===== config.mk =====
export PLATFORM = sky130hd
export DESIGN_NAME = hbInterlock
export DESIGN_NICKNAME = d
export VERILOG_FILES = /design/src/rtl/hbInterlockPkg.sv /design/src/rtl/hbSync.sv /design/src/rtl/hbDatapath.sv /design/src/rtl/hbControl.sv /design/src/rtl/hbInterlock.sv
export SDC_FILE = /design/constraint.sdc
export NUM_CORES = 1
export LEC_CHECK = 0
export BUFFER_PORTS_ARGS = -buffer_cell sky130_fd_sc_hd__buf_4
export CORE_AREA = 2 2 39 41
export CTS_BUF_LIST = sky130_fd_sc_hd__clkbuf_8
export DETAILED_ROUTE_END_ITERATION = 8
export DIE_AREA = 0 0 41 43
export GPL_ROUTABILITY_DRIVEN = 0
export PLACE_DENSITY = 0.43
export SETUP_SLACK_MARGIN = 0.1
export SYNTH_ARGS = -nofsm -noshare
export SYNTH_HDL_FRONTEND = slang
export SYNTH_HIERARCHICAL = 1
export SYNTH_SLANG_ARGS = --single-unit

===== constraint.sdc =====
create_clock -name clk -period 1.15 [get_ports clk]
set_input_delay 0.115 -clock clk [delete_from_list [all_inputs] [get_ports clk]]
set_output_delay 0.115 -clock clk [all_outputs]
set_load 0.1 [all_outputs]

===== src/rtl/hbInterlockPkg.sv =====
package hbInterlockPkg;

  typedef enum logic [1:0] {
    LEG_IDLE = 2'd0,
    LEG_HIGH = 2'd1,
    LEG_LOW  = 2'd2
  } legState_e;

  // strobes from control to datapath: next value of each gate
  typedef struct packed {
    logic driveHi;
    logic driveLo;
  } gateStrobe_t;

  localparam int SIDE_HI = 1;
  localparam int SIDE_LO = 0;
  localparam int NUM_SIDES = 2;

endpackage


===== src/rtl/hbSync.sv =====
module hbSync #(
  parameter int STAGES = 2
) (
  input  logic clk,
  input  logic rst,
  input  logic din,
  output logic dout
);

  logic [STAGES-1:0] chain;

  generate
    if (STAGES == 1) begin : g_single
      always_ff @(posedge clk) begin
        if (rst) chain <= '0;
        else     chain <= din;
      end
    end else begin : g_multi
      always_ff @(posedge clk) begin
        if (rst) chain <= '0;
        else     chain <= {chain[STAGES-2:0], din};
      end
    end
  endgenerate

  assign dout = chain[STAGES-1];

endmodule


===== src/rtl/hbDatapath.sv =====
module hbDatapath
  import hbInterlockPkg::*;
#(
  parameter int SYNC_STAGES = 2
) (
  input  logic        clk,
  input  logic        rst,
  input  logic        cmdHi,
  input  logic        cmdLo,
  input  gateStrobe_t strobe,
  output logic        syncHi,
  output logic        syncLo,
  output logic        gateHi,
  output logic        gateLo
);

  logic [NUM_SIDES-1:0] rawCmd;
  logic [NUM_SIDES-1:0] syncCmd;

  assign rawCmd[SIDE_HI] = cmdHi;
  assign rawCmd[SIDE_LO] = cmdLo;

  generate
    for (genvar side = 0; side < NUM_SIDES; side++) begin : g_side
      hbSync #(.STAGES(SYNC_STAGES)) u_sync (
        .clk  (clk),
        .rst  (rst),
        .din  (rawCmd[side]),
        .dout (syncCmd[side])
      );
    end
  endgenerate

  assign syncHi = syncCmd[SIDE_HI];
  assign syncLo = syncCmd[SIDE_LO];

  // registered gate outputs, loaded from the control strobes
  always_ff @(posedge clk) begin
    if (rst) begin
      gateHi <= 1'b0;
      gateLo <= 1'b0;
    end else begin
      gateHi <= strobe.driveHi;
      gateLo <= strobe.driveLo;
    end
  end

endmodule


===== src/rtl/hbControl.sv =====
module hbControl
  import hbInterlockPkg::*;
#(
  parameter bit LOW_WINS_TIE = 1'b1
) (
  input  logic        clk,
  input  logic        rst,
  input  logic        syncHi,
  input  logic        syncLo,
  output gateStrobe_t strobe
);

  legState_e legState;
  legState_e legNext;
  legState_e tieWinner;

  generate
    if (LOW_WINS_TIE) begin : g_tieLow
      assign tieWinner = LEG_LOW;
    end else begin : g_tieHigh
      assign tieWinner = LEG_HIGH;
    end
  endgenerate

  always_comb begin
    legNext = legState;
    unique case (legState)
      LEG_IDLE: begin
        if (syncHi && syncLo) legNext = tieWinner;
        else if (syncHi)      legNext = LEG_HIGH;
        else if (syncLo)      legNext = LEG_LOW;
        else                  legNext = LEG_IDLE;
      end
      LEG_HIGH: begin
        if (!syncHi) legNext = syncLo ? LEG_LOW : LEG_IDLE;
      end
      LEG_LOW: begin
        if (!syncLo) legNext = syncHi ? LEG_HIGH : LEG_IDLE;
      end
      default: legNext = LEG_IDLE;
    endcase
  end

  always_ff @(posedge clk) begin
    if (rst) legState <= LEG_IDLE;
    else     legState <= legNext;
  end

  always_comb begin
    strobe.driveHi = (legNext == LEG_HIGH);
    strobe.driveLo = (legNext == LEG_LOW);
  end

endmodule


===== src/rtl/hbInterlock.sv =====
module hbInterlock
  import hbInterlockPkg::*;
#(
  parameter int SYNC_STAGES  = 2,
  parameter bit LOW_WINS_TIE = 1'b1
) (
  input  logic clk,
  input  logic rst,
  input  logic cmdHi,
  input  logic cmdLo,
  output logic gateHi,
  output logic gateLo
);

  gateStrobe_t strobe;
  logic        syncHi;
  logic        syncLo;

  hbDatapath #(.SYNC_STAGES(SYNC_STAGES)) u_datapath (
    .clk    (clk),
    .rst    (rst),
    .cmdHi  (cmdHi),
    .cmdLo  (cmdLo),
    .strobe (strobe),
    .syncHi (syncHi),
    .syncLo (syncLo),
    .gateHi (gateHi),
    .gateLo (gateLo)
  );

  hbControl #(.LOW_WINS_TIE(LOW_WINS_TIE)) u_control (
    .clk    (clk),
    .rst    (rst),
    .syncHi (syncHi),
    .syncLo (syncLo),
    .strobe (strobe)
  );

endmodule


==> summary.md, run 1 <==
| Metric | Value |
|---|---|
| Design area | `~340 µm²` |
| Worst hold path class | `in2reg` |
| Simple-Gate Fraction of Synth Area | `0.282` |
| Initial antenna violation count | `0` |
| Number of gates given a new drive strength after cts | `0` |
| Buf/Inv on CP | `1` |
| Crit path max fanout | `1` |
| Max-Cap Viols | `0` |
| Pwr/cell area | `1920 mW/mm²` |
| Worst-margin pin slew | `0.278 ns` |
| Max Clk Rate | `1090 MHz` |
| Clk pwr share | `0.499` |
| Starting density of the core | `0.176` |
| Peak supply drop | `0.000800 V` |
| Setup CP Type | `reg2out` |
| Synth Area in Adders | `0` |
| Die H | `43 µm` |
| Slew margin rel. | `0.816` |
| Fin. Hold Viols | `0` |
| Min cycle time layout | `roughly 0.92 ns` |
| Result of the run | `finished clean` |
| Synth top area share | `0.656` |
| Mux cell area share after synthesis | `0.0410` |
| Insertion delay to the later sink of the worst-skew pair | `0.23 ns` |
| Synth top area cells | `dfxtp_1 66%, nor2b_1 15%, and3b_1 7.2%` |
| Clock skew | `0.00173 ns` |
| Cells after Synth | `20` |
| Worst path top cell family by delay | `flip-flops` |
| PnR worst setup slack | `0.229 ns` |
| Sequential share of power | `0.443` |
| Number of distinct library cells after synthesis | `7` |
| Clock-pin transition on the worst setup and hold timing paths | `0.04 ns` |
| Global route overflow | `0` |
| Util after Layout | `0.248` |
| Compound-Gate Fraction of Synth Area | `0.0205` |
| Worst endpoint required time | `1.03 ns` |
| H-Tree Depth | `1` |
| Setup WS pre-CTS | `0.314 ns` |
| Sw power | `0.127 mW` |
| CTS tree | `built` |
| RSZ-0062 raised after global routing | `false` |
| Synth Warn # | `6` |
| Hold WS | `roughly 0.10 ns` |
| Post-Syn Area | `~240 µm²` |
| Int Power | `0.532 mW` |
| IO Pins | `6` |
| Net count after synthesis | `24` |
| Slowest CP cell | `dfxtp_1` |
| Syn_area_per_cell | `12.2 µm²` |
| Width of the chip | `41 µm` |
| Iteration-0 DRC Markers | `3` |
| Most common cell after layout, fill and taps aside | `dfxtp_1` |
| Total GRT Usage | `0.0565` |
| Routed vias | `156` |
| CP Capture Type | `primary output` |
| Vias in the first global route | `160` |
| Slowest stage delay, CP | `roughly 0.30 ns` |
| Setup bufs post-CTS | `0` |
| Arr. time, crit path | `between 0.8 and 0.9 ns` |
| Sequence of cells on the critical path | `buf_4` |
| Combinational share of power | `0.058` |
| Share of layout cells above drive strength 1 | `0.321` |
| Num Clock Sinks | `8` |
| DIE AREA | `0.00176 mm²` |
| TritonCTS buffer count | `3` |
| WL final | `326 µm` |
| Most frequent cells in the layout | `8 x dfxtp_1, 6 x nor2b_1, 5 x buf_4, 3 x clkbuf_8, 2 x and3b_1` |
| Nets | `34` |
| Port bufs | `5` |
| First drt pass iteration count | `2` |
| Xor/xnor share of the synthesized area | `0` |
| Setup-failing EPs final | `0` |
| Placed instance area | `roughly 300 µm²` |
| Row cnt | `14` |
| Pleak | `between 0.1 and 0.15 nW` |
| Wire length per cell | `7.41 µm` |
| Main combinational cell family by area after synthesis | `simple AND/OR/NAND/NOR gates` |
| Sum of negative setup slack | `0 ns` |
| Slew Viols, Final | `0` |
| Root buffer cell | `clkbuf_8` |
| Largest net degree at the start of global routing | `9` |
| Crit share post-route | `0.801` |
| Startpoint types | `flop` |
| Largest area contributor in the netlist | `dfxtp_1` |
| Synth Register Bits | `8` |
| Net Sw Frac | `0.193` |
| Seq/Total Area, Yosys | `0.656` |
| CTS Buffer Depth | `2` |
| ANT cells | `0` |
| Hold buffers post-CTS | `0` |
| Residual DRC | `0` |
| Via-to-Cell Ratio | `3.55` |
| Detail Route Antenna Nets | `0` |
| Area grow syn2layout | `40.5%` |
| Core ar. | `0.00138 mm²` |
| First-pass GRT wire length | `~590 µm` |
kinds of logic after synthesis:
kind of cell	Yosys count
AO/OA/AOI/OAI	1
flip-flops	8
multiplexers	1
AND/OR/NAND/NOR	10
Yosys cell counts:
cell type  n
dfxtp_1    8
and3b_1    2
o21ai_0    1
nor2b_1    6
and2_2     1
and2_1     1
mux2i_1    1
sequential cells by signal, summed over array words and instances (netlist names):
register                        count
u_datapath/gateHi                   1
u_datapath/gateLo                   1
u_datapath/g_side.u_sync/chain      4
u_control/legState                  2
final timing paths:
check / startpoint / end / depth (start not counted) / slack (ns)
min: cmdLo / u_datapath/g_side[0].u_sync/chain[0]$_SDFF_PP0_ / 2 / 0.10
max: u_datapath/gateLo$_SDFF_PP0_ / gateLo / 1 / 0.23
min reg2reg: u_datapath/g_side[0].u_sync/chain[0]$_SDFF_PP0_ / u_datapath/g_side[0].u_sync/chain[1]$_SDFF_PP0_ / 1 / 0.43
max reg2reg: u_control/legState[0]$_SDFF_PP0_ / u_datapath/gateHi$_SDFF_PP0_ / 3 / 0.31
metrics by stage:
| step | std cells | power (mW) |
|---|---|---|
| floorplan | 20 | 0.320 |
| global route | 44 | 0.692 |
| detailed placement | 41 | 0.336 |
| CTS | 44 | 0.672 |
| global placement | 41 | 0.335 |
| finish | 44 | 0.660 |
power by group through the flow:
stage / clock network (mW) / registers [mW] / logic, mW
after global routing: 0.357 / 0.293 / 0.0414
after floorplan: 0 / 0.310 / 0.0106
after global placement: 0 / 0.297 / 0.0383
after CTS: 0.341 / 0.292 / 0.0389
final: 0.329 / 0.292 / 0.0381
after detailed placement: 0 / 0.297 / 0.0386
routing by layer:
metal	GRT usage	wire, µm	up-vias	part of all wire
met5	0	0	-	0
met3	0.0628	55	0	0.17
met4	0.0400	0	0	0
li1	-	-	80	-
met2	0.0656	149	9	0.46
met1	0.0554	121	67	0.37
area by class of cell:
| class | count | area [µm²] |
|---|---|---|
| Clock buffer | 3 | 41.3 |
| Tap cell | 16 | 20.0 |
| Fill cell | 151 | 1040 |
| Sequential cell | 8 | 160 |
| Multi-Input combinational cell | 12 | 83.8 |
| Timing Repair Buffer | 5 | 37.5 |
No activity file was read; power rests on OpenSTA's default activity.
==> inputs of run 2 (changes only) <==
--- a/config.mk
+++ b/config.mk
@@ -11,7 +11,7 @@
 export DETAILED_ROUTE_END_ITERATION = 8
 export DIE_AREA = 0 0 41 43
 export GPL_ROUTABILITY_DRIVEN = 0
-export PLACE_DENSITY = 0.43
+export PLACE_DENSITY = 0.44
 export SETUP_SLACK_MARGIN = 0.1
 export SYNTH_ARGS = -nofsm -noshare
 export SYNTH_HDL_FRONTEND = slang
==> constraint.sdc (replaced) <==
create_clock -name clk -period 0.8 [get_ports clk]
set_input_delay 0.08 -clock clk [delete_from_list [all_inputs] [get_ports clk]]
set_output_delay 0.08 -clock clk [all_outputs]
set_load 0.1 [all_outputs]
==> run 2 against run 1 <==
  * The run now ends with negative setup slack left
  * Register-to-register slack got worse by 0.36 ns
  * Sequential share of layout area fell by 2.6 points
  * Critical path depth grew 2
  * Wire length shrank 3.7%
  * Combinational power grew 65%
  * Die area is the same
  * Critical path type is now reg2reg
  * Highest routed layer unchanged
==> summary.md, run 2 (synthesized netlist as in run 1, its figures left out) <==
| Metric | Value |
|---|---|
| Setup-failing EPs final | `3 (was 0)` |
| Fillers | `148 (was 151)` |
| Failing checks | `negative setup slack` |
| Largest net degree at the start of global routing | `9 (unchanged)` |
| Via-to-Cell Ratio | `3.67 (was 3.55)` |
| Core ar. | `0.00138 mm² (unchanged)` |
| Arr. time, crit path | `1.01 ns (was 0.81 ns)` |
| Startpoint types | `flop (unchanged)` |
| Hold buffers post-CTS | `0 (unchanged)` |
| Pleak | `0.163 nW (was 0.149 nW)` |
| Nets | `34 (unchanged)` |
| Max layer used | `met3 (unchanged)` |
| Row cnt | `14 (unchanged)` |
| Insertion delay to the later sink of the worst-skew pair | `0.22 ns (was 0.23 ns)` |
| Global route overflow | `0 (unchanged)` |
| PnR worst setup slack | `-0.0465 ns (was 0.229 ns)` |
| Detail Route Antenna Nets | `0 (unchanged)` |
| Hold path endpoint | `u_datapath/g_side[1].u_sync/chain[1]$_SDFF_PP0_ (was u_datapath/g_side[0].u_sync/chain[0]$_SDFF_PP0_)` |
| Worst min-delay path startpoint | `rst (was cmdLo)` |
| Initial antenna violation count | `0 (unchanged)` |
| Clock-pin transition on the worst setup and hold timing paths | `0.04 ns (about the same)` |
| Starting density of the core | `0.176 (unchanged)` |
| Sum of negative setup slack | `-0.0621 ns (was 0 ns)` |
| Width of the chip | `41 µm (unchanged)` |
| Min cycle time layout | `0.847 ns` |
| Setup CP Type | `reg2reg (was reg2out)` |
| Power, Total | `0.962 mW (was 0.660 mW)` |
| Crit path max fanout | `2 (was 1)` |
| Largest Register | `u_datapath/g_side.u_sync/chain (unchanged)` |
| Result of the run | `finished with violations (was finished clean)` |
| Area grow syn2layout | `55.9% (was 40.5%)` |
| Vias in the first global route | `143 (was 160)` |
| Clock skew | `0.00582 ns (was 0.00173 ns)` |
| ANT cells | `0 (unchanged)` |
| DIE AREA | `0.00176 mm² (unchanged)` |
| Max reg flops | `4 (unchanged)` |
| Fin. Hold Viols | `0 (unchanged)` |
| TritonCTS buffer count | `3 (unchanged)` |
| Residual DRC | `0 (unchanged)` |
| First-pass GRT wire length | `510 µm (was 593 µm)` |
| Num Clock Sinks | `8 (unchanged)` |
| Root buffer cell | `clkbuf_8 (unchanged)` |
| Total GRT Usage | `0.0493 (was 0.0565)` |
| Pwr/cell area | `2530 mW/mm² (was 1920 mW/mm²)` |
| Die H | `43 µm (unchanged)` |
| Met3 WL | `27 µm (was 55 µm)` |
| Wire length per cell | `6.98 µm (was 7.41 µm)` |
| Iteration-0 DRC Markers | `0 (was 3)` |
| Port bufs | `5 (unchanged)` |
| Worst hold path class | `in2reg (unchanged)` |
| H-Tree Depth | `1 (unchanged)` |
| Crit share post-route | `1.06` |
| CTS Buffer Depth | `2 (unchanged)` |
| Path depth of the worst reg2reg path | `3 (unchanged)` |
| WL final | `314 µm (was 326 µm)` |
| Reg-to-Reg End | `u_datapath/gateHi$_SDFF_PP0_ (unchanged)` |
| Slew margin rel. | `0.892 (was 0.816)` |
| Met1 WL | `122 µm (was 121 µm)` |
| CP Capture Type | `flop (was primary output)` |
| R2R Path Start | `u_control/legState[0]$_SDFF_PP0_ (unchanged)` |
| Worst endpoint required time | `0.96 ns (was 1.03 ns)` |
| Setup WS pre-CTS | `-0.0547 ns (was 0.314 ns)` |
| IO Pins | `6 (unchanged)` |
| Peak supply drop | `0.00106 V (was 0.000800 V)` |
| Reg2reg setup slack | `-0.05 ns (was 0.31 ns)` |
| Largest registers | `u_datapath/g_side.u_sync/chain (4), u_control/legState (2) (unchanged)` |
| RSZ-0062 raised after global routing | `true (was false)` |
| Routed vias | `165 (was 156)` |
| Share of layout cells above drive strength 1 | `0.448 (was 0.321)` |
| Most frequent cells in the layout | `6 x nor2b_1, 4 x dfxtp_1, 3 x clkbuf_8, 3 x buf_4, 3 x dfxtp_2 (was 8 x dfxtp_1, 6 x nor2b_1, 5 x buf_4, 3 x clkbuf_8, 2 x and3b_1)` |
| Max-Cap Viols | `0 (unchanged)` |
| Max Clk Rate | `1180 MHz` |
| CTS tree | `built (unchanged)` |
| First drt pass iteration count | `1 (was 2)` |
| Worst-margin pin slew | `0.157 ns (was 0.278 ns)` |
| Slew Viols, Final | `0 (unchanged)` |
| Setup bufs post-CTS | `0 (unchanged)` |
| Most common cell after layout, fill and taps aside | `nor2b_1 (was dfxtp_1)` |
| Met2 Routed Length | `164 µm (was 149 µm)` |
| Hold Crit Depth | `2 (unchanged)` |
==> run 2: cell count changes in the layout (fill, tap and decap cells not counted) <==
cell,delta
dfxtp_2,+3
buf_4,-2
dfxtp_1,-4
and2_4,+1
inv_1,+1
buf_12,+2
and2_2,-1
dfxtp_4,+1
==> run 2: repair_timing <==
item,CTS,global route
pin swaps,0,1
gates resized for setup,7,0
setup endpoints to repair,6,6
==> run 2: stage by stage <==
step	utilization	hold WS (ns)	std cells	instance area [µm²]
after floorplan	-	0.142	20	251
after detailed placement	0.223	0.297	41	309
after global placement	0.223	0.299	41	309
after CTS	0.275	0.0617	45	380
final	0.275	0.0657	45	380
after global routing	0.275	0.0720	45	380
==> run 2: worst max path at each step <==
stage / slack (ns) / endpoint / cells past startpoint / startpoint
detailed placement: -0.05 / u_datapath/gateHi$_SDFF_PP0_ / 3 / u_control/legState[0]$_SDFF_PP0_
global placement: -0.04 / u_datapath/gateHi$_SDFF_PP0_ / 3 / u_control/legState[0]$_SDFF_PP0_
CTS: -0.06 / u_datapath/gateHi$_SDFF_PP0_ / 3 / u_control/legState[0]$_SDFF_PP0_
floorplan: -0.003 / u_datapath/gateHi$_SDFF_PP0_ / 3 / u_control/legState[0]$_SDFF_PP0_
finish: -0.05 / u_datapath/gateHi$_SDFF_PP0_ / 3 / u_control/legState[0]$_SDFF_PP0_
global route: -0.1 / u_datapath/gateHi$_SDFF_PP0_ / 3 / u_control/legState[0]$_SDFF_PP0_
==> run 2: area by class of cell <==
class,instances,area (µm²),share of cell area
clock inverters,1,3.75,0.00987
well taps,16,20.0,0.0526
multi-input cells,12,85.1,0.224
repair buffers,5,62.6,0.164
flip-flops and latches,8,168,0.441
clock buffers,3,41.3,0.109
==> run 2: critical path: stages, from the launching register on <==
cell	delay, ns
dfxtp_2	0.32
mux2i_1	0.20
and2_4	0.15
nor2b_1	0.11
==> run 2: routing by layer <==
layer / up-vias / track usage
met1: 77 / 0.0455
li1: 82 / -
met3: 0 / 0.0314
met2: 6 / 0.0625
met5: - / 0
met4: 0 / 0.0600
==> run 2: power by group <==
group	switching (mW)	leakage, nW	total (mW)	internal, mW
logic	0.0303	0.0679	0.0627	0.0324
clock network	0.148	0.0269	0.479	0.331
registers	0.00652	0.0677	0.420	0.414
total	0.185	0.163	0.962	0.778
==> inputs of run 3 (changes only) <==
--- a/config.mk
+++ b/config.mk
@@ -11,6 +11,7 @@
 export DETAILED_ROUTE_END_ITERATION = 8
 export DIE_AREA = 0 0 41 43
 export GPL_ROUTABILITY_DRIVEN = 0
+export GPL_TIMING_DRIVEN = 0
 export PLACE_DENSITY = 0.44
 export SETUP_SLACK_MARGIN = 0.1
 export SYNTH_ARGS = -nofsm -noshare
==> run 3 against run 2 <==
  * The flow still finishes with violations (negative setup slack)
  * Die area stayed put
  * Final area up 3.3%
  * Clock skew is essentially flat
  * First-iteration DRC count unchanged
  * Largest cell class unchanged
==> summary.md, run 3 (synthesized netlist as in run 1, its figures left out) <==
| Metric | Value |
|---|---|
| Result of the run | `finished with violations (unchanged)` |
| Failing checks | `negative setup slack (unchanged)` |
| Sequence of cells on the critical path | `mux2i_1, and2_4, nor2b_1 (unchanged)` |
| Max reg flops | `4 (unchanged)` |
| Residual DRC | `0 (unchanged)` |
| Routed vias | `168 (was 165)` |
| Setup CP Type | `reg2reg (unchanged)` |
| Crit share post-route | `1.07 (was 1.06)` |
| PnR worst setup slack | `-0.0595 ns (was -0.0465 ns)` |
| Starting density of the core | `0.176 (unchanged)` |
| Worst endpoint required time | `0.96 ns (about the same)` |
| Port bufs | `5 (unchanged)` |
| CTS tree | `built (unchanged)` |
| TritonCTS buffer count | `3 (unchanged)` |
| Slew Viols, Final | `0 (unchanged)` |
| Wire length per cell | `7.74 µm (was 6.98 µm)` |
| Crit path max fanout | `2 (unchanged)` |
| Row cnt | `14 (unchanged)` |
| Nets | `35 (was 34)` |
| Largest registers | `u_datapath/g_side.u_sync/chain (4), u_control/legState (2) (unchanged)` |
| Path depth of the worst reg2reg path | `3 (unchanged)` |
| Core ar. | `0.00138 mm² (unchanged)` |
| IO Pins | `6 (unchanged)` |
| H-Tree Depth | `1 (unchanged)` |
| Clock skew | `0.00536 ns (was 0.00582 ns)` |
| Int Power | `0.780 mW (was 0.778 mW)` |
| Setup-failing EPs final | `4 (was 3)` |
| Pwr/cell area | `2480 mW/mm² (was 2530 mW/mm²)` |
| Worst-margin pin slew | `0.164 ns (was 0.157 ns)` |
| Total GRT Usage | `0.0554 (was 0.0493)` |
| RSZ-0062 raised after global routing | `true (unchanged)` |
| Slowest CP cell | `dfxtp_2 (unchanged)` |
| Reg-to-Reg End | `u_datapath/gateHi$_SDFF_PP0_ (unchanged)` |
| Slew margin rel. | `0.887 (was 0.892)` |
| Pleak | `0.169 nW (was 0.163 nW)` |
| ANT cells | `0 (unchanged)` |
| Detail Route Antenna Nets | `0 (unchanged)` |
| Clock-pin transition on the worst setup and hold timing paths | `0.04 ns (about the same)` |
| Max-Cap Viols | `0 (unchanged)` |
| Combinational share of power | `0.067 (was 0.065)` |
| Global route overflow | `0 (unchanged)` |
| Fin. Hold Viols | `0 (unchanged)` |
| Worst hold path class | `in2reg (unchanged)` |
| Most common cell after layout, fill and taps aside | `nor2b_1 (unchanged)` |
| WL final | `356 µm (was 314 µm)` |
| Max Clk Rate | `1160 MHz (was 1180 MHz)` |
| Width of the chip | `41 µm (unchanged)` |
| Slowest stage delay, CP | `0.32 ns (about the same)` |
| Critical Path Stages | `3 (unchanged)` |
| Via-to-Cell Ratio | `3.65 (was 3.67)` |
| R2R Path Start | `u_control/legState[0]$_SDFF_PP0_ (unchanged)` |
| Peak supply drop | `0.00144 V (was 0.00106 V)` |
| Share of layout cells above drive strength 1 | `0.533 (was 0.448)` |
| CP Capture Type | `flop (unchanged)` |
| Iteration-0 DRC Markers | `0 (unchanged)` |
| Hold buffers post-CTS | `0 (unchanged)` |
| Worst setup startpoint | `u_control/legState[0]$_SDFF_PP0_ (unchanged)` |
| Initial antenna violation count | `0 (unchanged)` |
| Reg2reg setup slack | `-0.06 ns (was -0.05 ns)` |
| CTS Buffer Depth | `2 (unchanged)` |
| Hold WS | `0.0627 ns (was 0.0657 ns)` |
| Sequential share of power | `0.433 (was 0.437)` |
| First drt pass iteration count | `1 (unchanged)` |
| Worst path top cell family by delay | `flip-flops (unchanged)` |
| Net Sw Frac | `0.199 (was 0.192)` |
| Vias in the first global route | `180 (was 143)` |
| Largest Register | `u_datapath/g_side.u_sync/chain (unchanged)` |
| Arr. time, crit path | `1.02 ns (was 1.01 ns)` |
| Most frequent cells in the layout | `6 x nor2b_1, 4 x buf_4, 4 x dfxtp_2, 3 x clkbuf_8, 3 x dfxtp_1 (was 6 x nor2b_1, 4 x dfxtp_1, 3 x clkbuf_8, 3 x buf_4, 3 x dfxtp_2)` |
| Power, Total | `0.974 mW (was 0.962 mW)` |
| Num Clock Sinks | `8 (unchanged)` |
| Largest net degree at the start of global routing | `9 (unchanged)` |
| Buf/Inv on CP | `0 (unchanged)` |
| Root buffer cell | `clkbuf_8 (unchanged)` |
| DIE AREA | `0.00176 mm² (unchanged)` |
| Min cycle time layout | `0.859 ns (was 0.847 ns)` |
| First-pass GRT wire length | `621 µm (was 510 µm)` |
| Insertion delay to the later sink of the worst-skew pair | `0.23 ns (was 0.22 ns)` |
| Area grow syn2layout | `61.0% (was 55.9%)` |
| Clk pwr share | `0.500 (was 0.498)` |
| Startpoint types | `flop (unchanged)` |
| Die H | `43 µm (unchanged)` |
| Sw power | `0.193 mW (was 0.185 mW)` |
| Critical Path End | `u_datapath/gateHi$_SDFF_PP0_ (unchanged)` |
run 3: cell count changes in the layout (fill, tap and decap cells not counted), sizes merged:
cell	delta
buf	+1
run 3: final cells by class:
type                            count  area, µm²
Tap cell                           16       20.0
Clock buffer                        3       41.3
Multi-Input combinational cell     12       88.8
Fill cell                         153        991
Clock inverter                      1       3.75
Sequential cell                     8        169
Timing Repair Buffer                6       70.1
run 3: worst min path at each step:
stage / from / end / slack, ns / cells after the start
after floorplan: rst / u_datapath/gateLo$_SDFF_PP0_ / 0.14 / 1
after global placement: rst / u_datapath/gateLo$_SDFF_PP0_ / 0.30 / 2
after detailed placement: cmdHi / u_datapath/g_side[1].u_sync/chain[0]$_SDFF_PP0_ / 0.30 / 2
after CTS: rst / u_datapath/gateLo$_SDFF_PP0_ / 0.06 / 2
after global routing: rst / u_datapath/gateHi$_SDFF_PP0_ / 0.08 / 2
final: rst / u_datapath/gateLo$_SDFF_PP0_ / 0.06 / 2
run 3: power groups by stage:
| stage | Combinational [mW] | Clock, mW | Sequential (mW) |
|---|---|---|---|
| after floorplan | 0.0165 | 0 | 0.444 |
| after global placement | 0.0561 | 0 | 0.425 |
| after detailed placement | 0.0570 | 0 | 0.425 |
| after CTS | 0.0659 | 0.510 | 0.421 |
| after global routing | 0.0709 | 0.530 | 0.422 |
| final | 0.0652 | 0.487 | 0.422 |
run 3: what timing repair did:
item | in CTS | in global routing
buffers inserted | 1 | 0
pin swaps | 1 | 1
setup endpoints to repair | 6 | 6
resized for setup | 10 | 0
cloned | 0 | 0
run 3: stage by stage:
step | instances | setup WS (ns) | utilization | cell area (µm²) | setup TNS [ns]
3_5_place_dp | 41 | -0.0734 | 0.223 | 309 | -0.0865
2_1_floorplan | 20 | -0.00319 | - | 251 | -0.00319
3_3_place_gp | 41 | -0.0405 | 0.223 | 309 | -0.0405
5_1_grt | 46 | -0.137 | 0.284 | 393 | -0.291
4_1_cts | 46 | -0.0776 | 0.284 | 393 | -0.158
6_report | 46 | -0.0595 | 0.284 | 393 | -0.0908
run 3: worst reg2reg max path, delay by kind of cell (launching register included):
family           cells  cell delay [ns]
AND/OR/NAND/NOR      2             0.26
flip-flops           1             0.32
multiplexers         1             0.21
run 3: per-layer routing:
metal | share of wire | global-route usage | up-vias
li1 | - | - | 84
met1 | 0.42 | 0.0422 | 78
met2 | 0.50 | 0.0938 | 6
met3 | 0.079 | 0.0628 | 0
met4 | 0 | 0 | 0
met5 | 0 | 0 | -
